$ cat config.mk
export PLATFORM = sky130hd
export DESIGN_NAME = spi_seq_master
export DESIGN_NICKNAME = d
export VERILOG_FILES = /design/src/rtl/spi_seq_pkg.sv /design/src/rtl/spi_seq_fifo.sv /design/src/rtl/spi_seq_runctl.sv /design/src/rtl/spi_seq_shifter.sv /design/src/rtl/spi_seq_master.sv
export SDC_FILE = /design/constraint.sdc
export NUM_CORES = 1
export LEC_CHECK = 0
export ABC_AREA = 1
export ABC_CLOCK_PERIOD_IN_PS = 7500
export BUFFER_PORTS_ARGS = -buffer_cell sky130_fd_sc_hd__buf_2
export CORE_UTILIZATION = 40
export DETAILED_ROUTE_END_ITERATION = 7
export PLACE_DENSITY_LB_ADDON = 0.08
export SLEW_MARGIN = 20
export SYNTH_ARGS = -nofsm -noshare
export SYNTH_HDL_FRONTEND = slang
export SYNTH_HIERARCHICAL = 1
export SYNTH_SLANG_ARGS = --single-unit
$ cat constraint.sdc
create_clock -name clk -period 7.5 [get_ports clk]
set_clock_uncertainty 0.05 [all_clocks]
set_input_delay 1.5 -clock clk [delete_from_list [all_inputs] [get_ports clk]]
set_output_delay 1.5 -clock clk [all_outputs]
set_load 0.05 [all_outputs]
$ cat src/rtl/spi_seq_pkg.sv
package spi_seq_pkg;
   typedef enum logic [1:0] {
      SEQ_RESET   = 2'b00,
      SEQ_STOPPED = 2'b01,
      SEQ_RUNNING = 2'b10
   } seq_state_e;

   localparam logic [1:0] MODE_SPI = 2'b00;
   localparam int         MIN_FRAME_BITS = 4;
endpackage

$ cat src/rtl/spi_seq_fifo.sv
module spi_seq_fifo #(
   parameter int WIDTH = 16,
   parameter int DEPTH = 4
) (
   input  logic             clk,
   input  logic             rst_n,
   input  logic             push,
   input  logic [WIDTH-1:0] wdata,
   input  logic             pop,
   output logic [WIDTH-1:0] rdata,
   output logic             full,
   output logic             empty
);
   localparam int AW = (DEPTH > 1) ? $clog2(DEPTH) : 1;
   localparam int CW = $clog2(DEPTH + 1);

   logic [WIDTH-1:0] store [DEPTH];
   logic [AW-1:0]    wptr, rptr, wptr_nx, rptr_nx;
   logic [CW-1:0]    level;
   logic             do_push, do_pop;

   assign full    = (level == CW'(DEPTH));
   assign empty   = (level == '0);
   assign do_push = push & ~full;
   assign do_pop  = pop & ~empty;
   assign rdata   = store[rptr];

   generate
      if ((DEPTH & (DEPTH - 1)) == 0) begin : g_pow2
         assign wptr_nx = wptr + 1'b1;
         assign rptr_nx = rptr + 1'b1;
      end else begin : g_mod
         assign wptr_nx = (wptr == AW'(DEPTH - 1)) ? '0 : wptr + 1'b1;
         assign rptr_nx = (rptr == AW'(DEPTH - 1)) ? '0 : rptr + 1'b1;
      end
   endgenerate

   always_ff @(posedge clk) begin
      if (do_push) store[wptr] <= wdata;
   end

   always_ff @(posedge clk or negedge rst_n) begin
      if (!rst_n) begin
         wptr  <= '0;
         rptr  <= '0;
         level <= '0;
      end else begin
         if (do_push) wptr <= wptr_nx;
         if (do_pop)  rptr <= rptr_nx;
         case ({do_push, do_pop})
            2'b10:   level <= level + 1'b1;
            2'b01:   level <= level - 1'b1;
            default: level <= level;
         endcase
      end
   end
endmodule

$ cat src/rtl/spi_seq_runctl.sv
module spi_seq_runctl
   import spi_seq_pkg::*;
(
   input  logic clk,
   input  logic rst_n,
   input  logic halt,
   input  logic dbg_mode,
   input  logic frz_en,
   input  logic eoq_clr,
   input  logic frame_busy,
   input  logic done_eoq,
   output logic running,
   output logic stop_req,
   output logic eoq_flag
);
   seq_state_e state_q;

   assign stop_req = eoq_flag | halt | (dbg_mode & frz_en);
   assign running  = (state_q == SEQ_RUNNING);

   always_ff @(posedge clk or negedge rst_n) begin
      if (!rst_n) begin
         state_q <= SEQ_RESET;
      end else begin
         unique case (state_q)
            SEQ_RESET:   state_q <= SEQ_STOPPED;
            SEQ_STOPPED: if (!stop_req) state_q <= SEQ_RUNNING;
            SEQ_RUNNING: if (stop_req && !frame_busy) state_q <= SEQ_STOPPED;
            default:     state_q <= SEQ_STOPPED;
         endcase
      end
   end

   always_ff @(posedge clk or negedge rst_n) begin
      if (!rst_n)        eoq_flag <= 1'b0;
      else if (done_eoq) eoq_flag <= 1'b1;
      else if (eoq_clr)  eoq_flag <= 1'b0;
   end
endmodule

$ cat src/rtl/spi_seq_shifter.sv
module spi_seq_shifter #(
   parameter int DATA_W  = 16,
   parameter int CLK_DIV = 4,
   parameter int LEN_W   = 5
) (
   input  logic              clk,
   input  logic              rst_n,
   input  logic              start,
   input  logic [DATA_W-1:0] load_word,
   input  logic [LEN_W-1:0]  load_len,
   input  logic              load_eoq,
   input  logic              miso,
   output logic              busy,
   output logic              done,
   output logic              done_eoq,
   output logic [DATA_W-1:0] rx_word,
   output logic              sclk,
   output logic              mosi,
   output logic              cs_n
);
   localparam int HALF = CLK_DIV / 2;

   logic              sclk_q, eoq_q, half_end, last_bit;
   logic [LEN_W-1:0]  len_q, bit_q;
   logic [DATA_W-1:0] tx_sh, rx_sh;

   generate
      if (HALF == 1) begin : g_fast
         assign half_end = 1'b1;
      end else begin : g_count
         localparam int HW = $clog2(HALF);
         logic [HW-1:0] hcnt;
         assign half_end = (hcnt == HW'(HALF - 1));
         always_ff @(posedge clk or negedge rst_n) begin
            if (!rst_n)                hcnt <= '0;
            else if (start || !busy)   hcnt <= '0;
            else if (half_end)         hcnt <= '0;
            else                       hcnt <= hcnt + 1'b1;
         end
      end
   endgenerate

   assign last_bit = (bit_q == len_q - 1'b1);
   assign done     = busy & half_end & sclk_q & last_bit;
   assign done_eoq = done & eoq_q;
   assign rx_word  = rx_sh;
   assign sclk     = sclk_q;
   assign mosi     = busy & tx_sh[DATA_W-1];
   assign cs_n     = ~busy;

   always_ff @(posedge clk or negedge rst_n) begin
      if (!rst_n) begin
         busy   <= 1'b0;
         sclk_q <= 1'b0;
         eoq_q  <= 1'b0;
         len_q  <= LEN_W'(DATA_W);
         bit_q  <= '0;
         tx_sh  <= '0;
         rx_sh  <= '0;
      end else if (start) begin
         busy   <= 1'b1;
         sclk_q <= 1'b0;
         eoq_q  <= load_eoq;
         len_q  <= load_len;
         bit_q  <= '0;
         tx_sh  <= load_word << (LEN_W'(DATA_W) - load_len);
         rx_sh  <= '0;
      end else if (busy && half_end) begin
         if (!sclk_q) begin
            sclk_q <= 1'b1;
            rx_sh  <= {rx_sh[DATA_W-2:0], miso};
         end else if (last_bit) begin
            sclk_q <= 1'b0;
            busy   <= 1'b0;
         end else begin
            sclk_q <= 1'b0;
            tx_sh  <= {tx_sh[DATA_W-2:0], 1'b0};
            bit_q  <= bit_q + 1'b1;
         end
      end
   end
endmodule

$ cat src/rtl/spi_seq_master.sv
module spi_seq_master
   import spi_seq_pkg::*;
#(
   parameter int DATA_W     = 16,
   parameter int FIFO_DEPTH = 4,
   parameter int CLK_DIV    = 4
) (
   input  logic                         clk,
   input  logic                         rst_n,
   input  logic [1:0]                   cfg_mode,
   input  logic [$clog2(DATA_W+1)-1:0]  frame_len,
   input  logic                         halt,
   input  logic                         dbg_mode,
   input  logic                         frz_en,
   input  logic                         eoq_clr,
   input  logic                         tx_push,
   input  logic [DATA_W-1:0]            tx_data,
   input  logic                         tx_eoq,
   output logic                         tx_full,
   output logic                         tx_empty,
   input  logic                         rx_pop,
   output logic [DATA_W-1:0]            rx_data,
   output logic                         rx_full,
   output logic                         rx_empty,
   output logic                         eoq_flag,
   output logic                         running,
   output logic                         sclk,
   output logic                         cs_n,
   output logic                         mosi,
   input  logic                         miso
);
   localparam int LEN_W = $clog2(DATA_W + 1);
   localparam int TXW   = DATA_W + 1;

   generate
      if (CLK_DIV < 2 || (CLK_DIV % 2) != 0) begin : g_bad_div
         $error("CLK_DIV must be even and at least 2");
      end
      if (DATA_W < MIN_FRAME_BITS) begin : g_bad_width
         $error("DATA_W must be at least the minimum frame length");
      end
      if (FIFO_DEPTH < 2) begin : g_bad_depth
         $error("FIFO_DEPTH must be at least 2");
      end
   endgenerate

   logic [TXW-1:0]    tx_head;
   logic [DATA_W-1:0] rx_word;
   logic [LEN_W-1:0]  len_eff;
   logic              start, busy, done, done_eoq, stop_req;

   always_comb begin
      if (frame_len < LEN_W'(MIN_FRAME_BITS))  len_eff = LEN_W'(MIN_FRAME_BITS);
      else if (frame_len > LEN_W'(DATA_W))     len_eff = LEN_W'(DATA_W);
      else                                     len_eff = frame_len;
   end

   assign start = running & ~stop_req & ~busy & (cfg_mode == MODE_SPI)
                & ~tx_empty & ~rx_full;

   spi_seq_fifo #(.WIDTH(TXW), .DEPTH(FIFO_DEPTH)) u_txq (
      .clk   (clk),
      .rst_n (rst_n),
      .push  (tx_push),
      .wdata ({tx_eoq, tx_data}),
      .pop   (start),
      .rdata (tx_head),
      .full  (tx_full),
      .empty (tx_empty)
   );

   spi_seq_fifo #(.WIDTH(DATA_W), .DEPTH(FIFO_DEPTH)) u_rxq (
      .clk   (clk),
      .rst_n (rst_n),
      .push  (done),
      .wdata (rx_word),
      .pop   (rx_pop),
      .rdata (rx_data),
      .full  (rx_full),
      .empty (rx_empty)
   );

   spi_seq_runctl u_ctl (
      .clk        (clk),
      .rst_n      (rst_n),
      .halt       (halt),
      .dbg_mode   (dbg_mode),
      .frz_en     (frz_en),
      .eoq_clr    (eoq_clr),
      .frame_busy (busy),
      .done_eoq   (done_eoq),
      .running    (running),
      .stop_req   (stop_req),
      .eoq_flag   (eoq_flag)
   );

   spi_seq_shifter #(.DATA_W(DATA_W), .CLK_DIV(CLK_DIV), .LEN_W(LEN_W)) u_shf (
      .clk       (clk),
      .rst_n     (rst_n),
      .start     (start),
      .load_word (tx_head[DATA_W-1:0]),
      .load_len  (len_eff),
      .load_eoq  (tx_head[DATA_W]),
      .miso      (miso),
      .busy      (busy),
      .done      (done),
      .done_eoq  (done_eoq),
      .rx_word   (rx_word),
      .sclk      (sclk),
      .mosi      (mosi),
      .cs_n      (cs_n)
   );
endmodule

## Word-level counts from Yosys, hierarchy flattened

Memories as Yosys holds them, arrays and structs flattened.
Index checks and enable logic that the tools add are counted.

- Reduce and logical (&&, ||, !) cells: 17
- $add $sub $neg: 12
- Equal/unequal tests: 13
- Div/mod/pow operators: 0
- Shift operators: 1
- Mux-type cells: 33
- Order comparisons: 2
- Bitwise gates (word level): 23
- $mul: 0

Operators with widths:

| cell | count |
|---|---|
| $mux W16 | 7 |
| $mux W5 | 6 |
| $shl A16 B5 Y16 | 1 |
| $and A1 B1 Y1 | 15 |
| $mux W1 | 15 |
| $pmux W3 S2 | 2 |
| $reduce_bool A2 Y1 | 6 |
| $add A2 B1 Y2 const B | 4 |
| $add A3 B1 Y3 const B | 2 |
| $eq A2 B1 Y1 const B | 3 |
| $eq A2 B2 Y1 const B | 3 |
| $eq A3 B3 Y1 const B | 2 |
| $logic_not A3 Y1 | 2 |
| $ne A2 B1 Y1 const B | 3 |
| $not A1 Y1 | 6 |
| $reduce_and A3 Y1 | 2 |
| $sub A3 B1 Y3 const B | 2 |
| $add A5 B1 Y5 const B | 1 |
| $eq A5 B5 Y1 | 1 |
| $gt A5 B5 Y1 const B | 1 |
| $lt A5 B3 Y1 const B | 1 |
| $sub A5 B1 Y5 const B | 1 |
| $sub A5 B5 Y5 const A | 1 |
| $mux W2 | 2 |
| other kinds (9) | 12 |

- Logic and storage cells: 119
- Output and inout port bits: 25
- Memory bits (writable): 132
- Bits in read-only memories: 0
- Register bits: 63
- Bits of input ports: 33
- Memories kept: 2
- Latch bits: 0

Memory list:

| name | words | width | rd ports | clocked after Yosys merged registers in | write ports | RTL line | source |
|---|---|---|---|---|---|---|---|
| u_txq.store | 4 | 17 | 1 | 0 | 1 | spi_seq_fifo.sv:17 | `logic [WIDTH-1:0] store [DEPTH];` |
| u_rxq.store | 4 | 16 | 1 | 0 | 1 | spi_seq_fifo.sv:17 |  |

## Logic depth before layout (Yosys ltp)

- Depth in word-level cells: 11
- Gate-level depth with buffers: 19
- Depth with buffers taken out: 19

## Cells and area by module

The synthesis kept the hierarchy.

Modules (own cells, without submodules):

| module | cells each | area each (sq um) | seq. area each (sq um) | times used |
|---|---|---|---|---|
| spi_seq_fifo at u_rxq | 248 | 3198.1 | 2097.0 | 1 |
| spi_seq_fifo at u_txq | 259 | 3193.1 | 2217.1 | 1 |
| spi_seq_shifter | 436 | 2921.6 | 1152.4 | 1 |
| spi_seq_runctl | 18 | 145.1 | 75.1 | 1 |
| spi_seq_master | 18 | 71.3 | 0.0 | 1 |

## Least setup slack after synthesis

OpenSTA, ideal clock, no wires.

- Path kind: input to register
- Start: input port frame_len[4]
- End: register u_shf.tx_sh[12]
- Setup slack: 4.034 ns
- Path buffers: 4
- Data arrival time: 3.299 ns
- Data required time: 7.333 ns
- Stages on the path: 16
- Library setup time: 0.117 ns
- Cells stage by stage: o21bai_1 nor2_1 buf_2 inv_4 buf_4 ha_1 buf_2 inv_1 buf_2 nand3_1 nand3_1 nand2_1 nand2_1 nand3_1 nand2_1 nand2_1

- Cells in the longest elaborated chain, start to end: 6
- Elaborated cells between the ends (all ways): 7
- Classes of those cells: 1 x add/sub; 2 x order compare; 1 x shift; 3 x mux

RTL lines:

| what | RTL line | source |
|---|---|---|
| start: declaration | spi_seq_master.sv:11 | `input logic [$clog2(DATA_W+1)-1:0] frame_len,` |
| $gt A5 B5 Y1 | spi_seq_master.sv:54 | `else if (frame_len > LEN_W'(DATA_W)) len_eff = LEN_W'(DATA_W);` |
| $mux W5 | spi_seq_master.sv:54 |  |
| $mux W5 (*) | spi_seq_master.sv:53 | `if (frame_len < LEN_W'(MIN_FRAME_BITS)) len_eff = LEN_W'(MIN_FRAME_BITS);` |
| via len_eff[0] | spi_seq_master.sv:49 | `logic [LEN_W-1:0] len_eff;` |
| $sub A5 B5 Y5 (*) | spi_seq_shifter.sv:66 | `tx_sh <= load_word << (LEN_W'(DATA_W) - load_len);` |
| $shl A16 B5 Y16 (*) | spi_seq_shifter.sv:66 |  |
| $mux W16 (*) | spi_seq_shifter.sv:60 | `end else if (start) begin` |
| end signal: assignment | spi_seq_shifter.sv:66 |  |
| end signal: assignment | spi_seq_shifter.sv:77 | `tx_sh <= {tx_sh[DATA_W-2:0], 1'b0};` |
| end: declaration | spi_seq_shifter.sv:25 | `logic [DATA_W-1:0] tx_sh, rx_sh;` |

The timed path passes the listed nets; every way through them passes the cells marked *.
A chain may end at the register's enable or synchronous reset.

## Worst setup path in the final report

- Start: register u_rxq.rptr[0]
- End: output port rx_data[3]

- Cells in the longest elaborated chain, start to end: 1

RTL lines:

| what | RTL line | source |
|---|---|---|
| start: declaration | spi_seq_fifo.sv:18 | `logic [AW-1:0] wptr, rptr, wptr_nx, rptr_nx;` |
| start signal: assignment | spi_seq_fifo.sv:49 | `if (do_pop) rptr <= rptr_nx;` |
| $mem_v2 Z4 W16 | -- |  |
| end: declaration | spi_seq_master.sv:22 | `output logic [DATA_W-1:0] rx_data,` |

Every way passes these cells.

==> results.txt <==
- The run finished with clean final reports.
- Global Route met2 Usage: 30.38%
- Antenna violations before repair: 0
* Transition time at the pin with the least slew margin: 1.056 ns
* Number of flops mapped to enable cells by yosys: roughly 130
- Number of clock sinks: 195
* Final hold vios: 0
* Cell depth of the worst flop-to-flop path: 11
* Core Footprint: 23400 sq um
- The number of antenna diodes in the final layout is 0.
- Dividing the final minimum period by the clock period gives 48.99%.
- 58 I/O pins were placed.
- Gates resized, CTS repair: 0
- Global routing used between 3 and 4% of the available met3 tracks.
- Walking the worst path, the cells encountered are inv_2, buf_4, nand2_1, o211ai_2, nand2_1, buf_2.
* Cell type of the slowest stage on the worst timing path: sky130_fd_sc_hd__buf_4
- Pre-CTS setup slack: 3.432 ns
* Final number of max-transition violations: 0
- The count of buffers added on input and output ports is 57.
- Number of maximum-capacitance constraint violations: 0
- The count of nets left with antenna violations once routing finished came out at 0.
- The die is 156.3 microns tall.
- After the first detailed-routing iteration, the DRC count stood at 298.
- Vias in the first global route: roughly 6300
- In this run the power density over the cells is just under 300 nW/um^2.
- Number of H-tree branching levels: 4
* Total standard cell area after synthesis: 9529 sq um
- The startpoint identified for the worst hold timing path is u_shf/g_count.hcnt.
* Max Freq: 0.2722 GHz
- The cell sitting at the root of the clock tree is a sky130_fd_sc_hd__clkbuf_16.
- Relative to the synthesized area, the layout overhead comes to 10.83%.
* WHS Path Cells: 1
- Of the cells placed in the final design, the portion with a size suffix greater than 1 is 16.35%.
- Slew Limit Headroom: between 20 and 30%
- In the post-synthesis netlist, the cell with the most instances is sky130_fd_sc_hd__nand2_1.
- Fillcell total: 2309
* Largest cells by area after synthesis: sky130_fd_sc_hd__edfxtp_1 42%, sky130_fd_sc_hd__dfrtp_1 16%, sky130_fd_sc_hd__nand2_1 12%, sky130_fd_sc_hd__inv_1 5.7%, sky130_fd_sc_hd__nand3_1 4.7%
* Detail-routed via count per cell: 4.698
- Clk Latency, worst-skew pair: 0.43 ns
- Clock buffer depth: 2
- Among all flip-flop cells after synthesis, the most frequent one is sky130_fd_sc_hd__edfxtp_1.
- Broken down by cell family, the worst path's largest delay share belongs to buffers and inverters.
* Number of optimization iterations in the first detailed-route pass: 4
- Yosys mapped the design onto 33 distinct sky130hd cell types.
- Tracing the worst setup path back leads to its startpoint at u_rxq/rptr[0].
- The wire-length estimate of the detail-placed layout is 12410 microns.
- The total overflow left after global routing is 0.
- Post-Synthesis Mean Instance Area: 9.734 sq um
- Yosys reg bits: 195
- Kind of critical path: flip-flop to output pin
* Minimum setup slack among reg-to-reg paths: between 4 and 5 ns
* Critical-path maximum fanout: 66
* Detailed-route via count: roughly 6400
- The commonest cells after synthesis are 317 x sky130_fd_sc_hd__nand2_1, 144 x sky130_fd_sc_hd__inv_1, 132 x sky130_fd_sc_hd__edfxtp_1.
- Setup repair after global routing left no endpoint under its margin.
* Kind of end point of the critical path: output pin
- Setup Fix Bufs, Post-CTS: 0
- Global router's overall resource usage: 17.21%
- Counting I/O delays and the setup requirement, the final critical path takes between 3 and 4 ns.
- Counting both buffers and inverters, the worst setup path holds a total of 3.
* Hold bufs inserted after CTS: 0
- Pin count of the biggest net entering global routing: 70
- Starting Density: 40.72%
- Clock slew at the register clock pins of the worst setup and hold paths: 0.07 ns
- Gate Count Post-Synth: 979
- The die is 156.3 microns wide.
- Leakage power summed over all cells: 0.004884 uW
- For this run, global-route usage on met1 was measured as 21.41%.
- Critical R2R Capture: u_rxq/store[2][9]
- Share of Yosys cell area claimed by the top area cell type: 41.60%
- Routability-driven placement finished with a final weighted congestion of around 0.85.
- The final layout contains routed wiring with a total length of 19490 microns.
- TritonCTS clock tree: done
- In the post-route analysis, the smallest setup slack over all paths is 3.826 ns.
- CTS buffer count: 17
- Wire length per cell after detailed routing: 14.34 microns
* Final layout net count: 1075
- Setup violations remaining at the end of the flow were counted as 0.
* Most used routing layer: met2
- Fraction of the yosys area taken by sequential cells: 58.15%
- The startpoint identified for the worst register-to-register timing path is u_shf/len_q[0].
- sky130_fd_sc_hd__edfxtp_1 takes more of the synthesized area than any other cell.
* Crit path DAT: 2.12 ns
- Setup TNS: 0 ns
- STA classifies the critical path startpoint as a flip-flop.
- Among the stages of the critical path, the cell type that occurs most often is sky130_fd_sc_hd__nand2_1.
* Post-place instance area: 9998 sq um
* Class of the tightest hold or removal check: flip-flop to flip-flop
- Floorplan die area: around 24000 sq um
- STA puts the critical path data required time at 5.95 ns.
- The number of nets in the synthesized netlist is 1027.
- # rows: 56
- The first global-routing pass estimated between 30000 and 40000 microns of wire.
- Count of unresolved DRC violations after routing: 0
- Crit path largest cell delay: 0.66 ns
- For hold timing, the worst endpoint is u_shf/g_count.hcnt.
- The Yosys step of the flow raised 6 warnings.
- IR analysis of the VDD net gives a maximum drop of 200.4 uV.
- Async set-or-reset flop fraction in the synthesized netlist: 32.31%
* Post-route design area: 10560 sq um
-- cell type report --
cell class,instances,area [sq um],share of cell area (%)
inverter,154,585.6,5.544
clock inverter,13,120.1,1.137
multi-input combinational,589,3089,29.25
timing repair buffer,70,382.9,3.625
tap,319,399.1,3.779
sequential,195,5542,52.47
clock buffer,19,442.9,4.194
-- per-stage QoR --
stage | hold slack (ns) | total power [uW] | std cells | util (%)
2_1_floorplan | 0.3586 | 2053 | 979 | -
3_3_place_gp | 0.3730 | 2241 | 1327 | 42.72
3_5_place_dp | 0.3745 | 2245 | 1327 | 42.72
4_1_cts | 0.3841 | 3119 | 1359 | 45.13
5_1_grt | 0.4156 | 3253 | 1359 | 45.13
6_report | 0.3837 | 3071 | 1359 | 45.13
-- placed cells by master, fill, tap and decap left out, drive strengths merged, types with 12 or more instances in the layout --
| cell type | synthesis | routed |
|---|---|---|
| nand3 | 90 | 90 |
| inv | 154 | 158 |
| o211ai | 66 | 66 |
| ha | 13 | 13 |
| nand2 | 334 | 334 |
| dfrtp | 62 | 62 |
| clkbuf | 6 | 19 |
| o21ai | 12 | 12 |
| buf | 35 | 70 |
| edfxtp | 132 | 132 |
| o22ai | 15 | 15 |
| nor2 | 42 | 42 |
-- sequential cells by signal, summed over array words and instances, names as in the netlist, 2 cells and up --
name and count:
u_txq/store 68, u_rxq/store 64, u_shf/rx_word 16, u_shf/tx_sh 16
u_shf/bit_q 5, u_shf/len_q 5, u_rxq/level 3, u_txq/level 3
u_ctl/state_q 2, u_rxq/rptr 2, u_rxq/wptr 2, u_txq/rptr 2
u_txq/wptr 2
-- logic make-up after synthesis --
group / count (synthesis) / synth area share [%]
adder cells (fa/ha/maj): 15 / 2.127
AND/OR/NAND/NOR: 472 / 20.89
AO/OA/AOI/OAI: 97 / 8.889
flip-flops: 195 / 58.15
XOR/XNOR: 5 / 0.4596
buffers and inverters: 195 / 9.480
-- how the worst max path moves through the flow --
stage | end | slack [ns] | cells after the start
after detailed placement | u_shf/tx_sh[13] | 3.43 | 14
final | rx_data[3] | 3.83 | 6
after floorplan | u_shf/tx_sh[12] | 4.03 | 16
after global placement | u_shf/tx_sh[9] | 3.43 | 14
after CTS | rx_data[3] | 3.76 | 6
after global routing | u_shf/tx_sh[15] | 3.50 | 14
-- routing by layer --
metal	share of wire [%]	wire length (microns)
met1	46	8913
met4	0.83	161
met2	51	9958
met5	0	0
met3	2.3	455
-- power breakdown --
part           leakage, uW  internal [uW]  switching, uW  total (uW)
Clock             0.000265            445            423         868
Combinational      0.00267            235            665         900
Sequential         0.00195           1260           39.0        1300
Note: power is estimated with default switching activity, not from simulation.
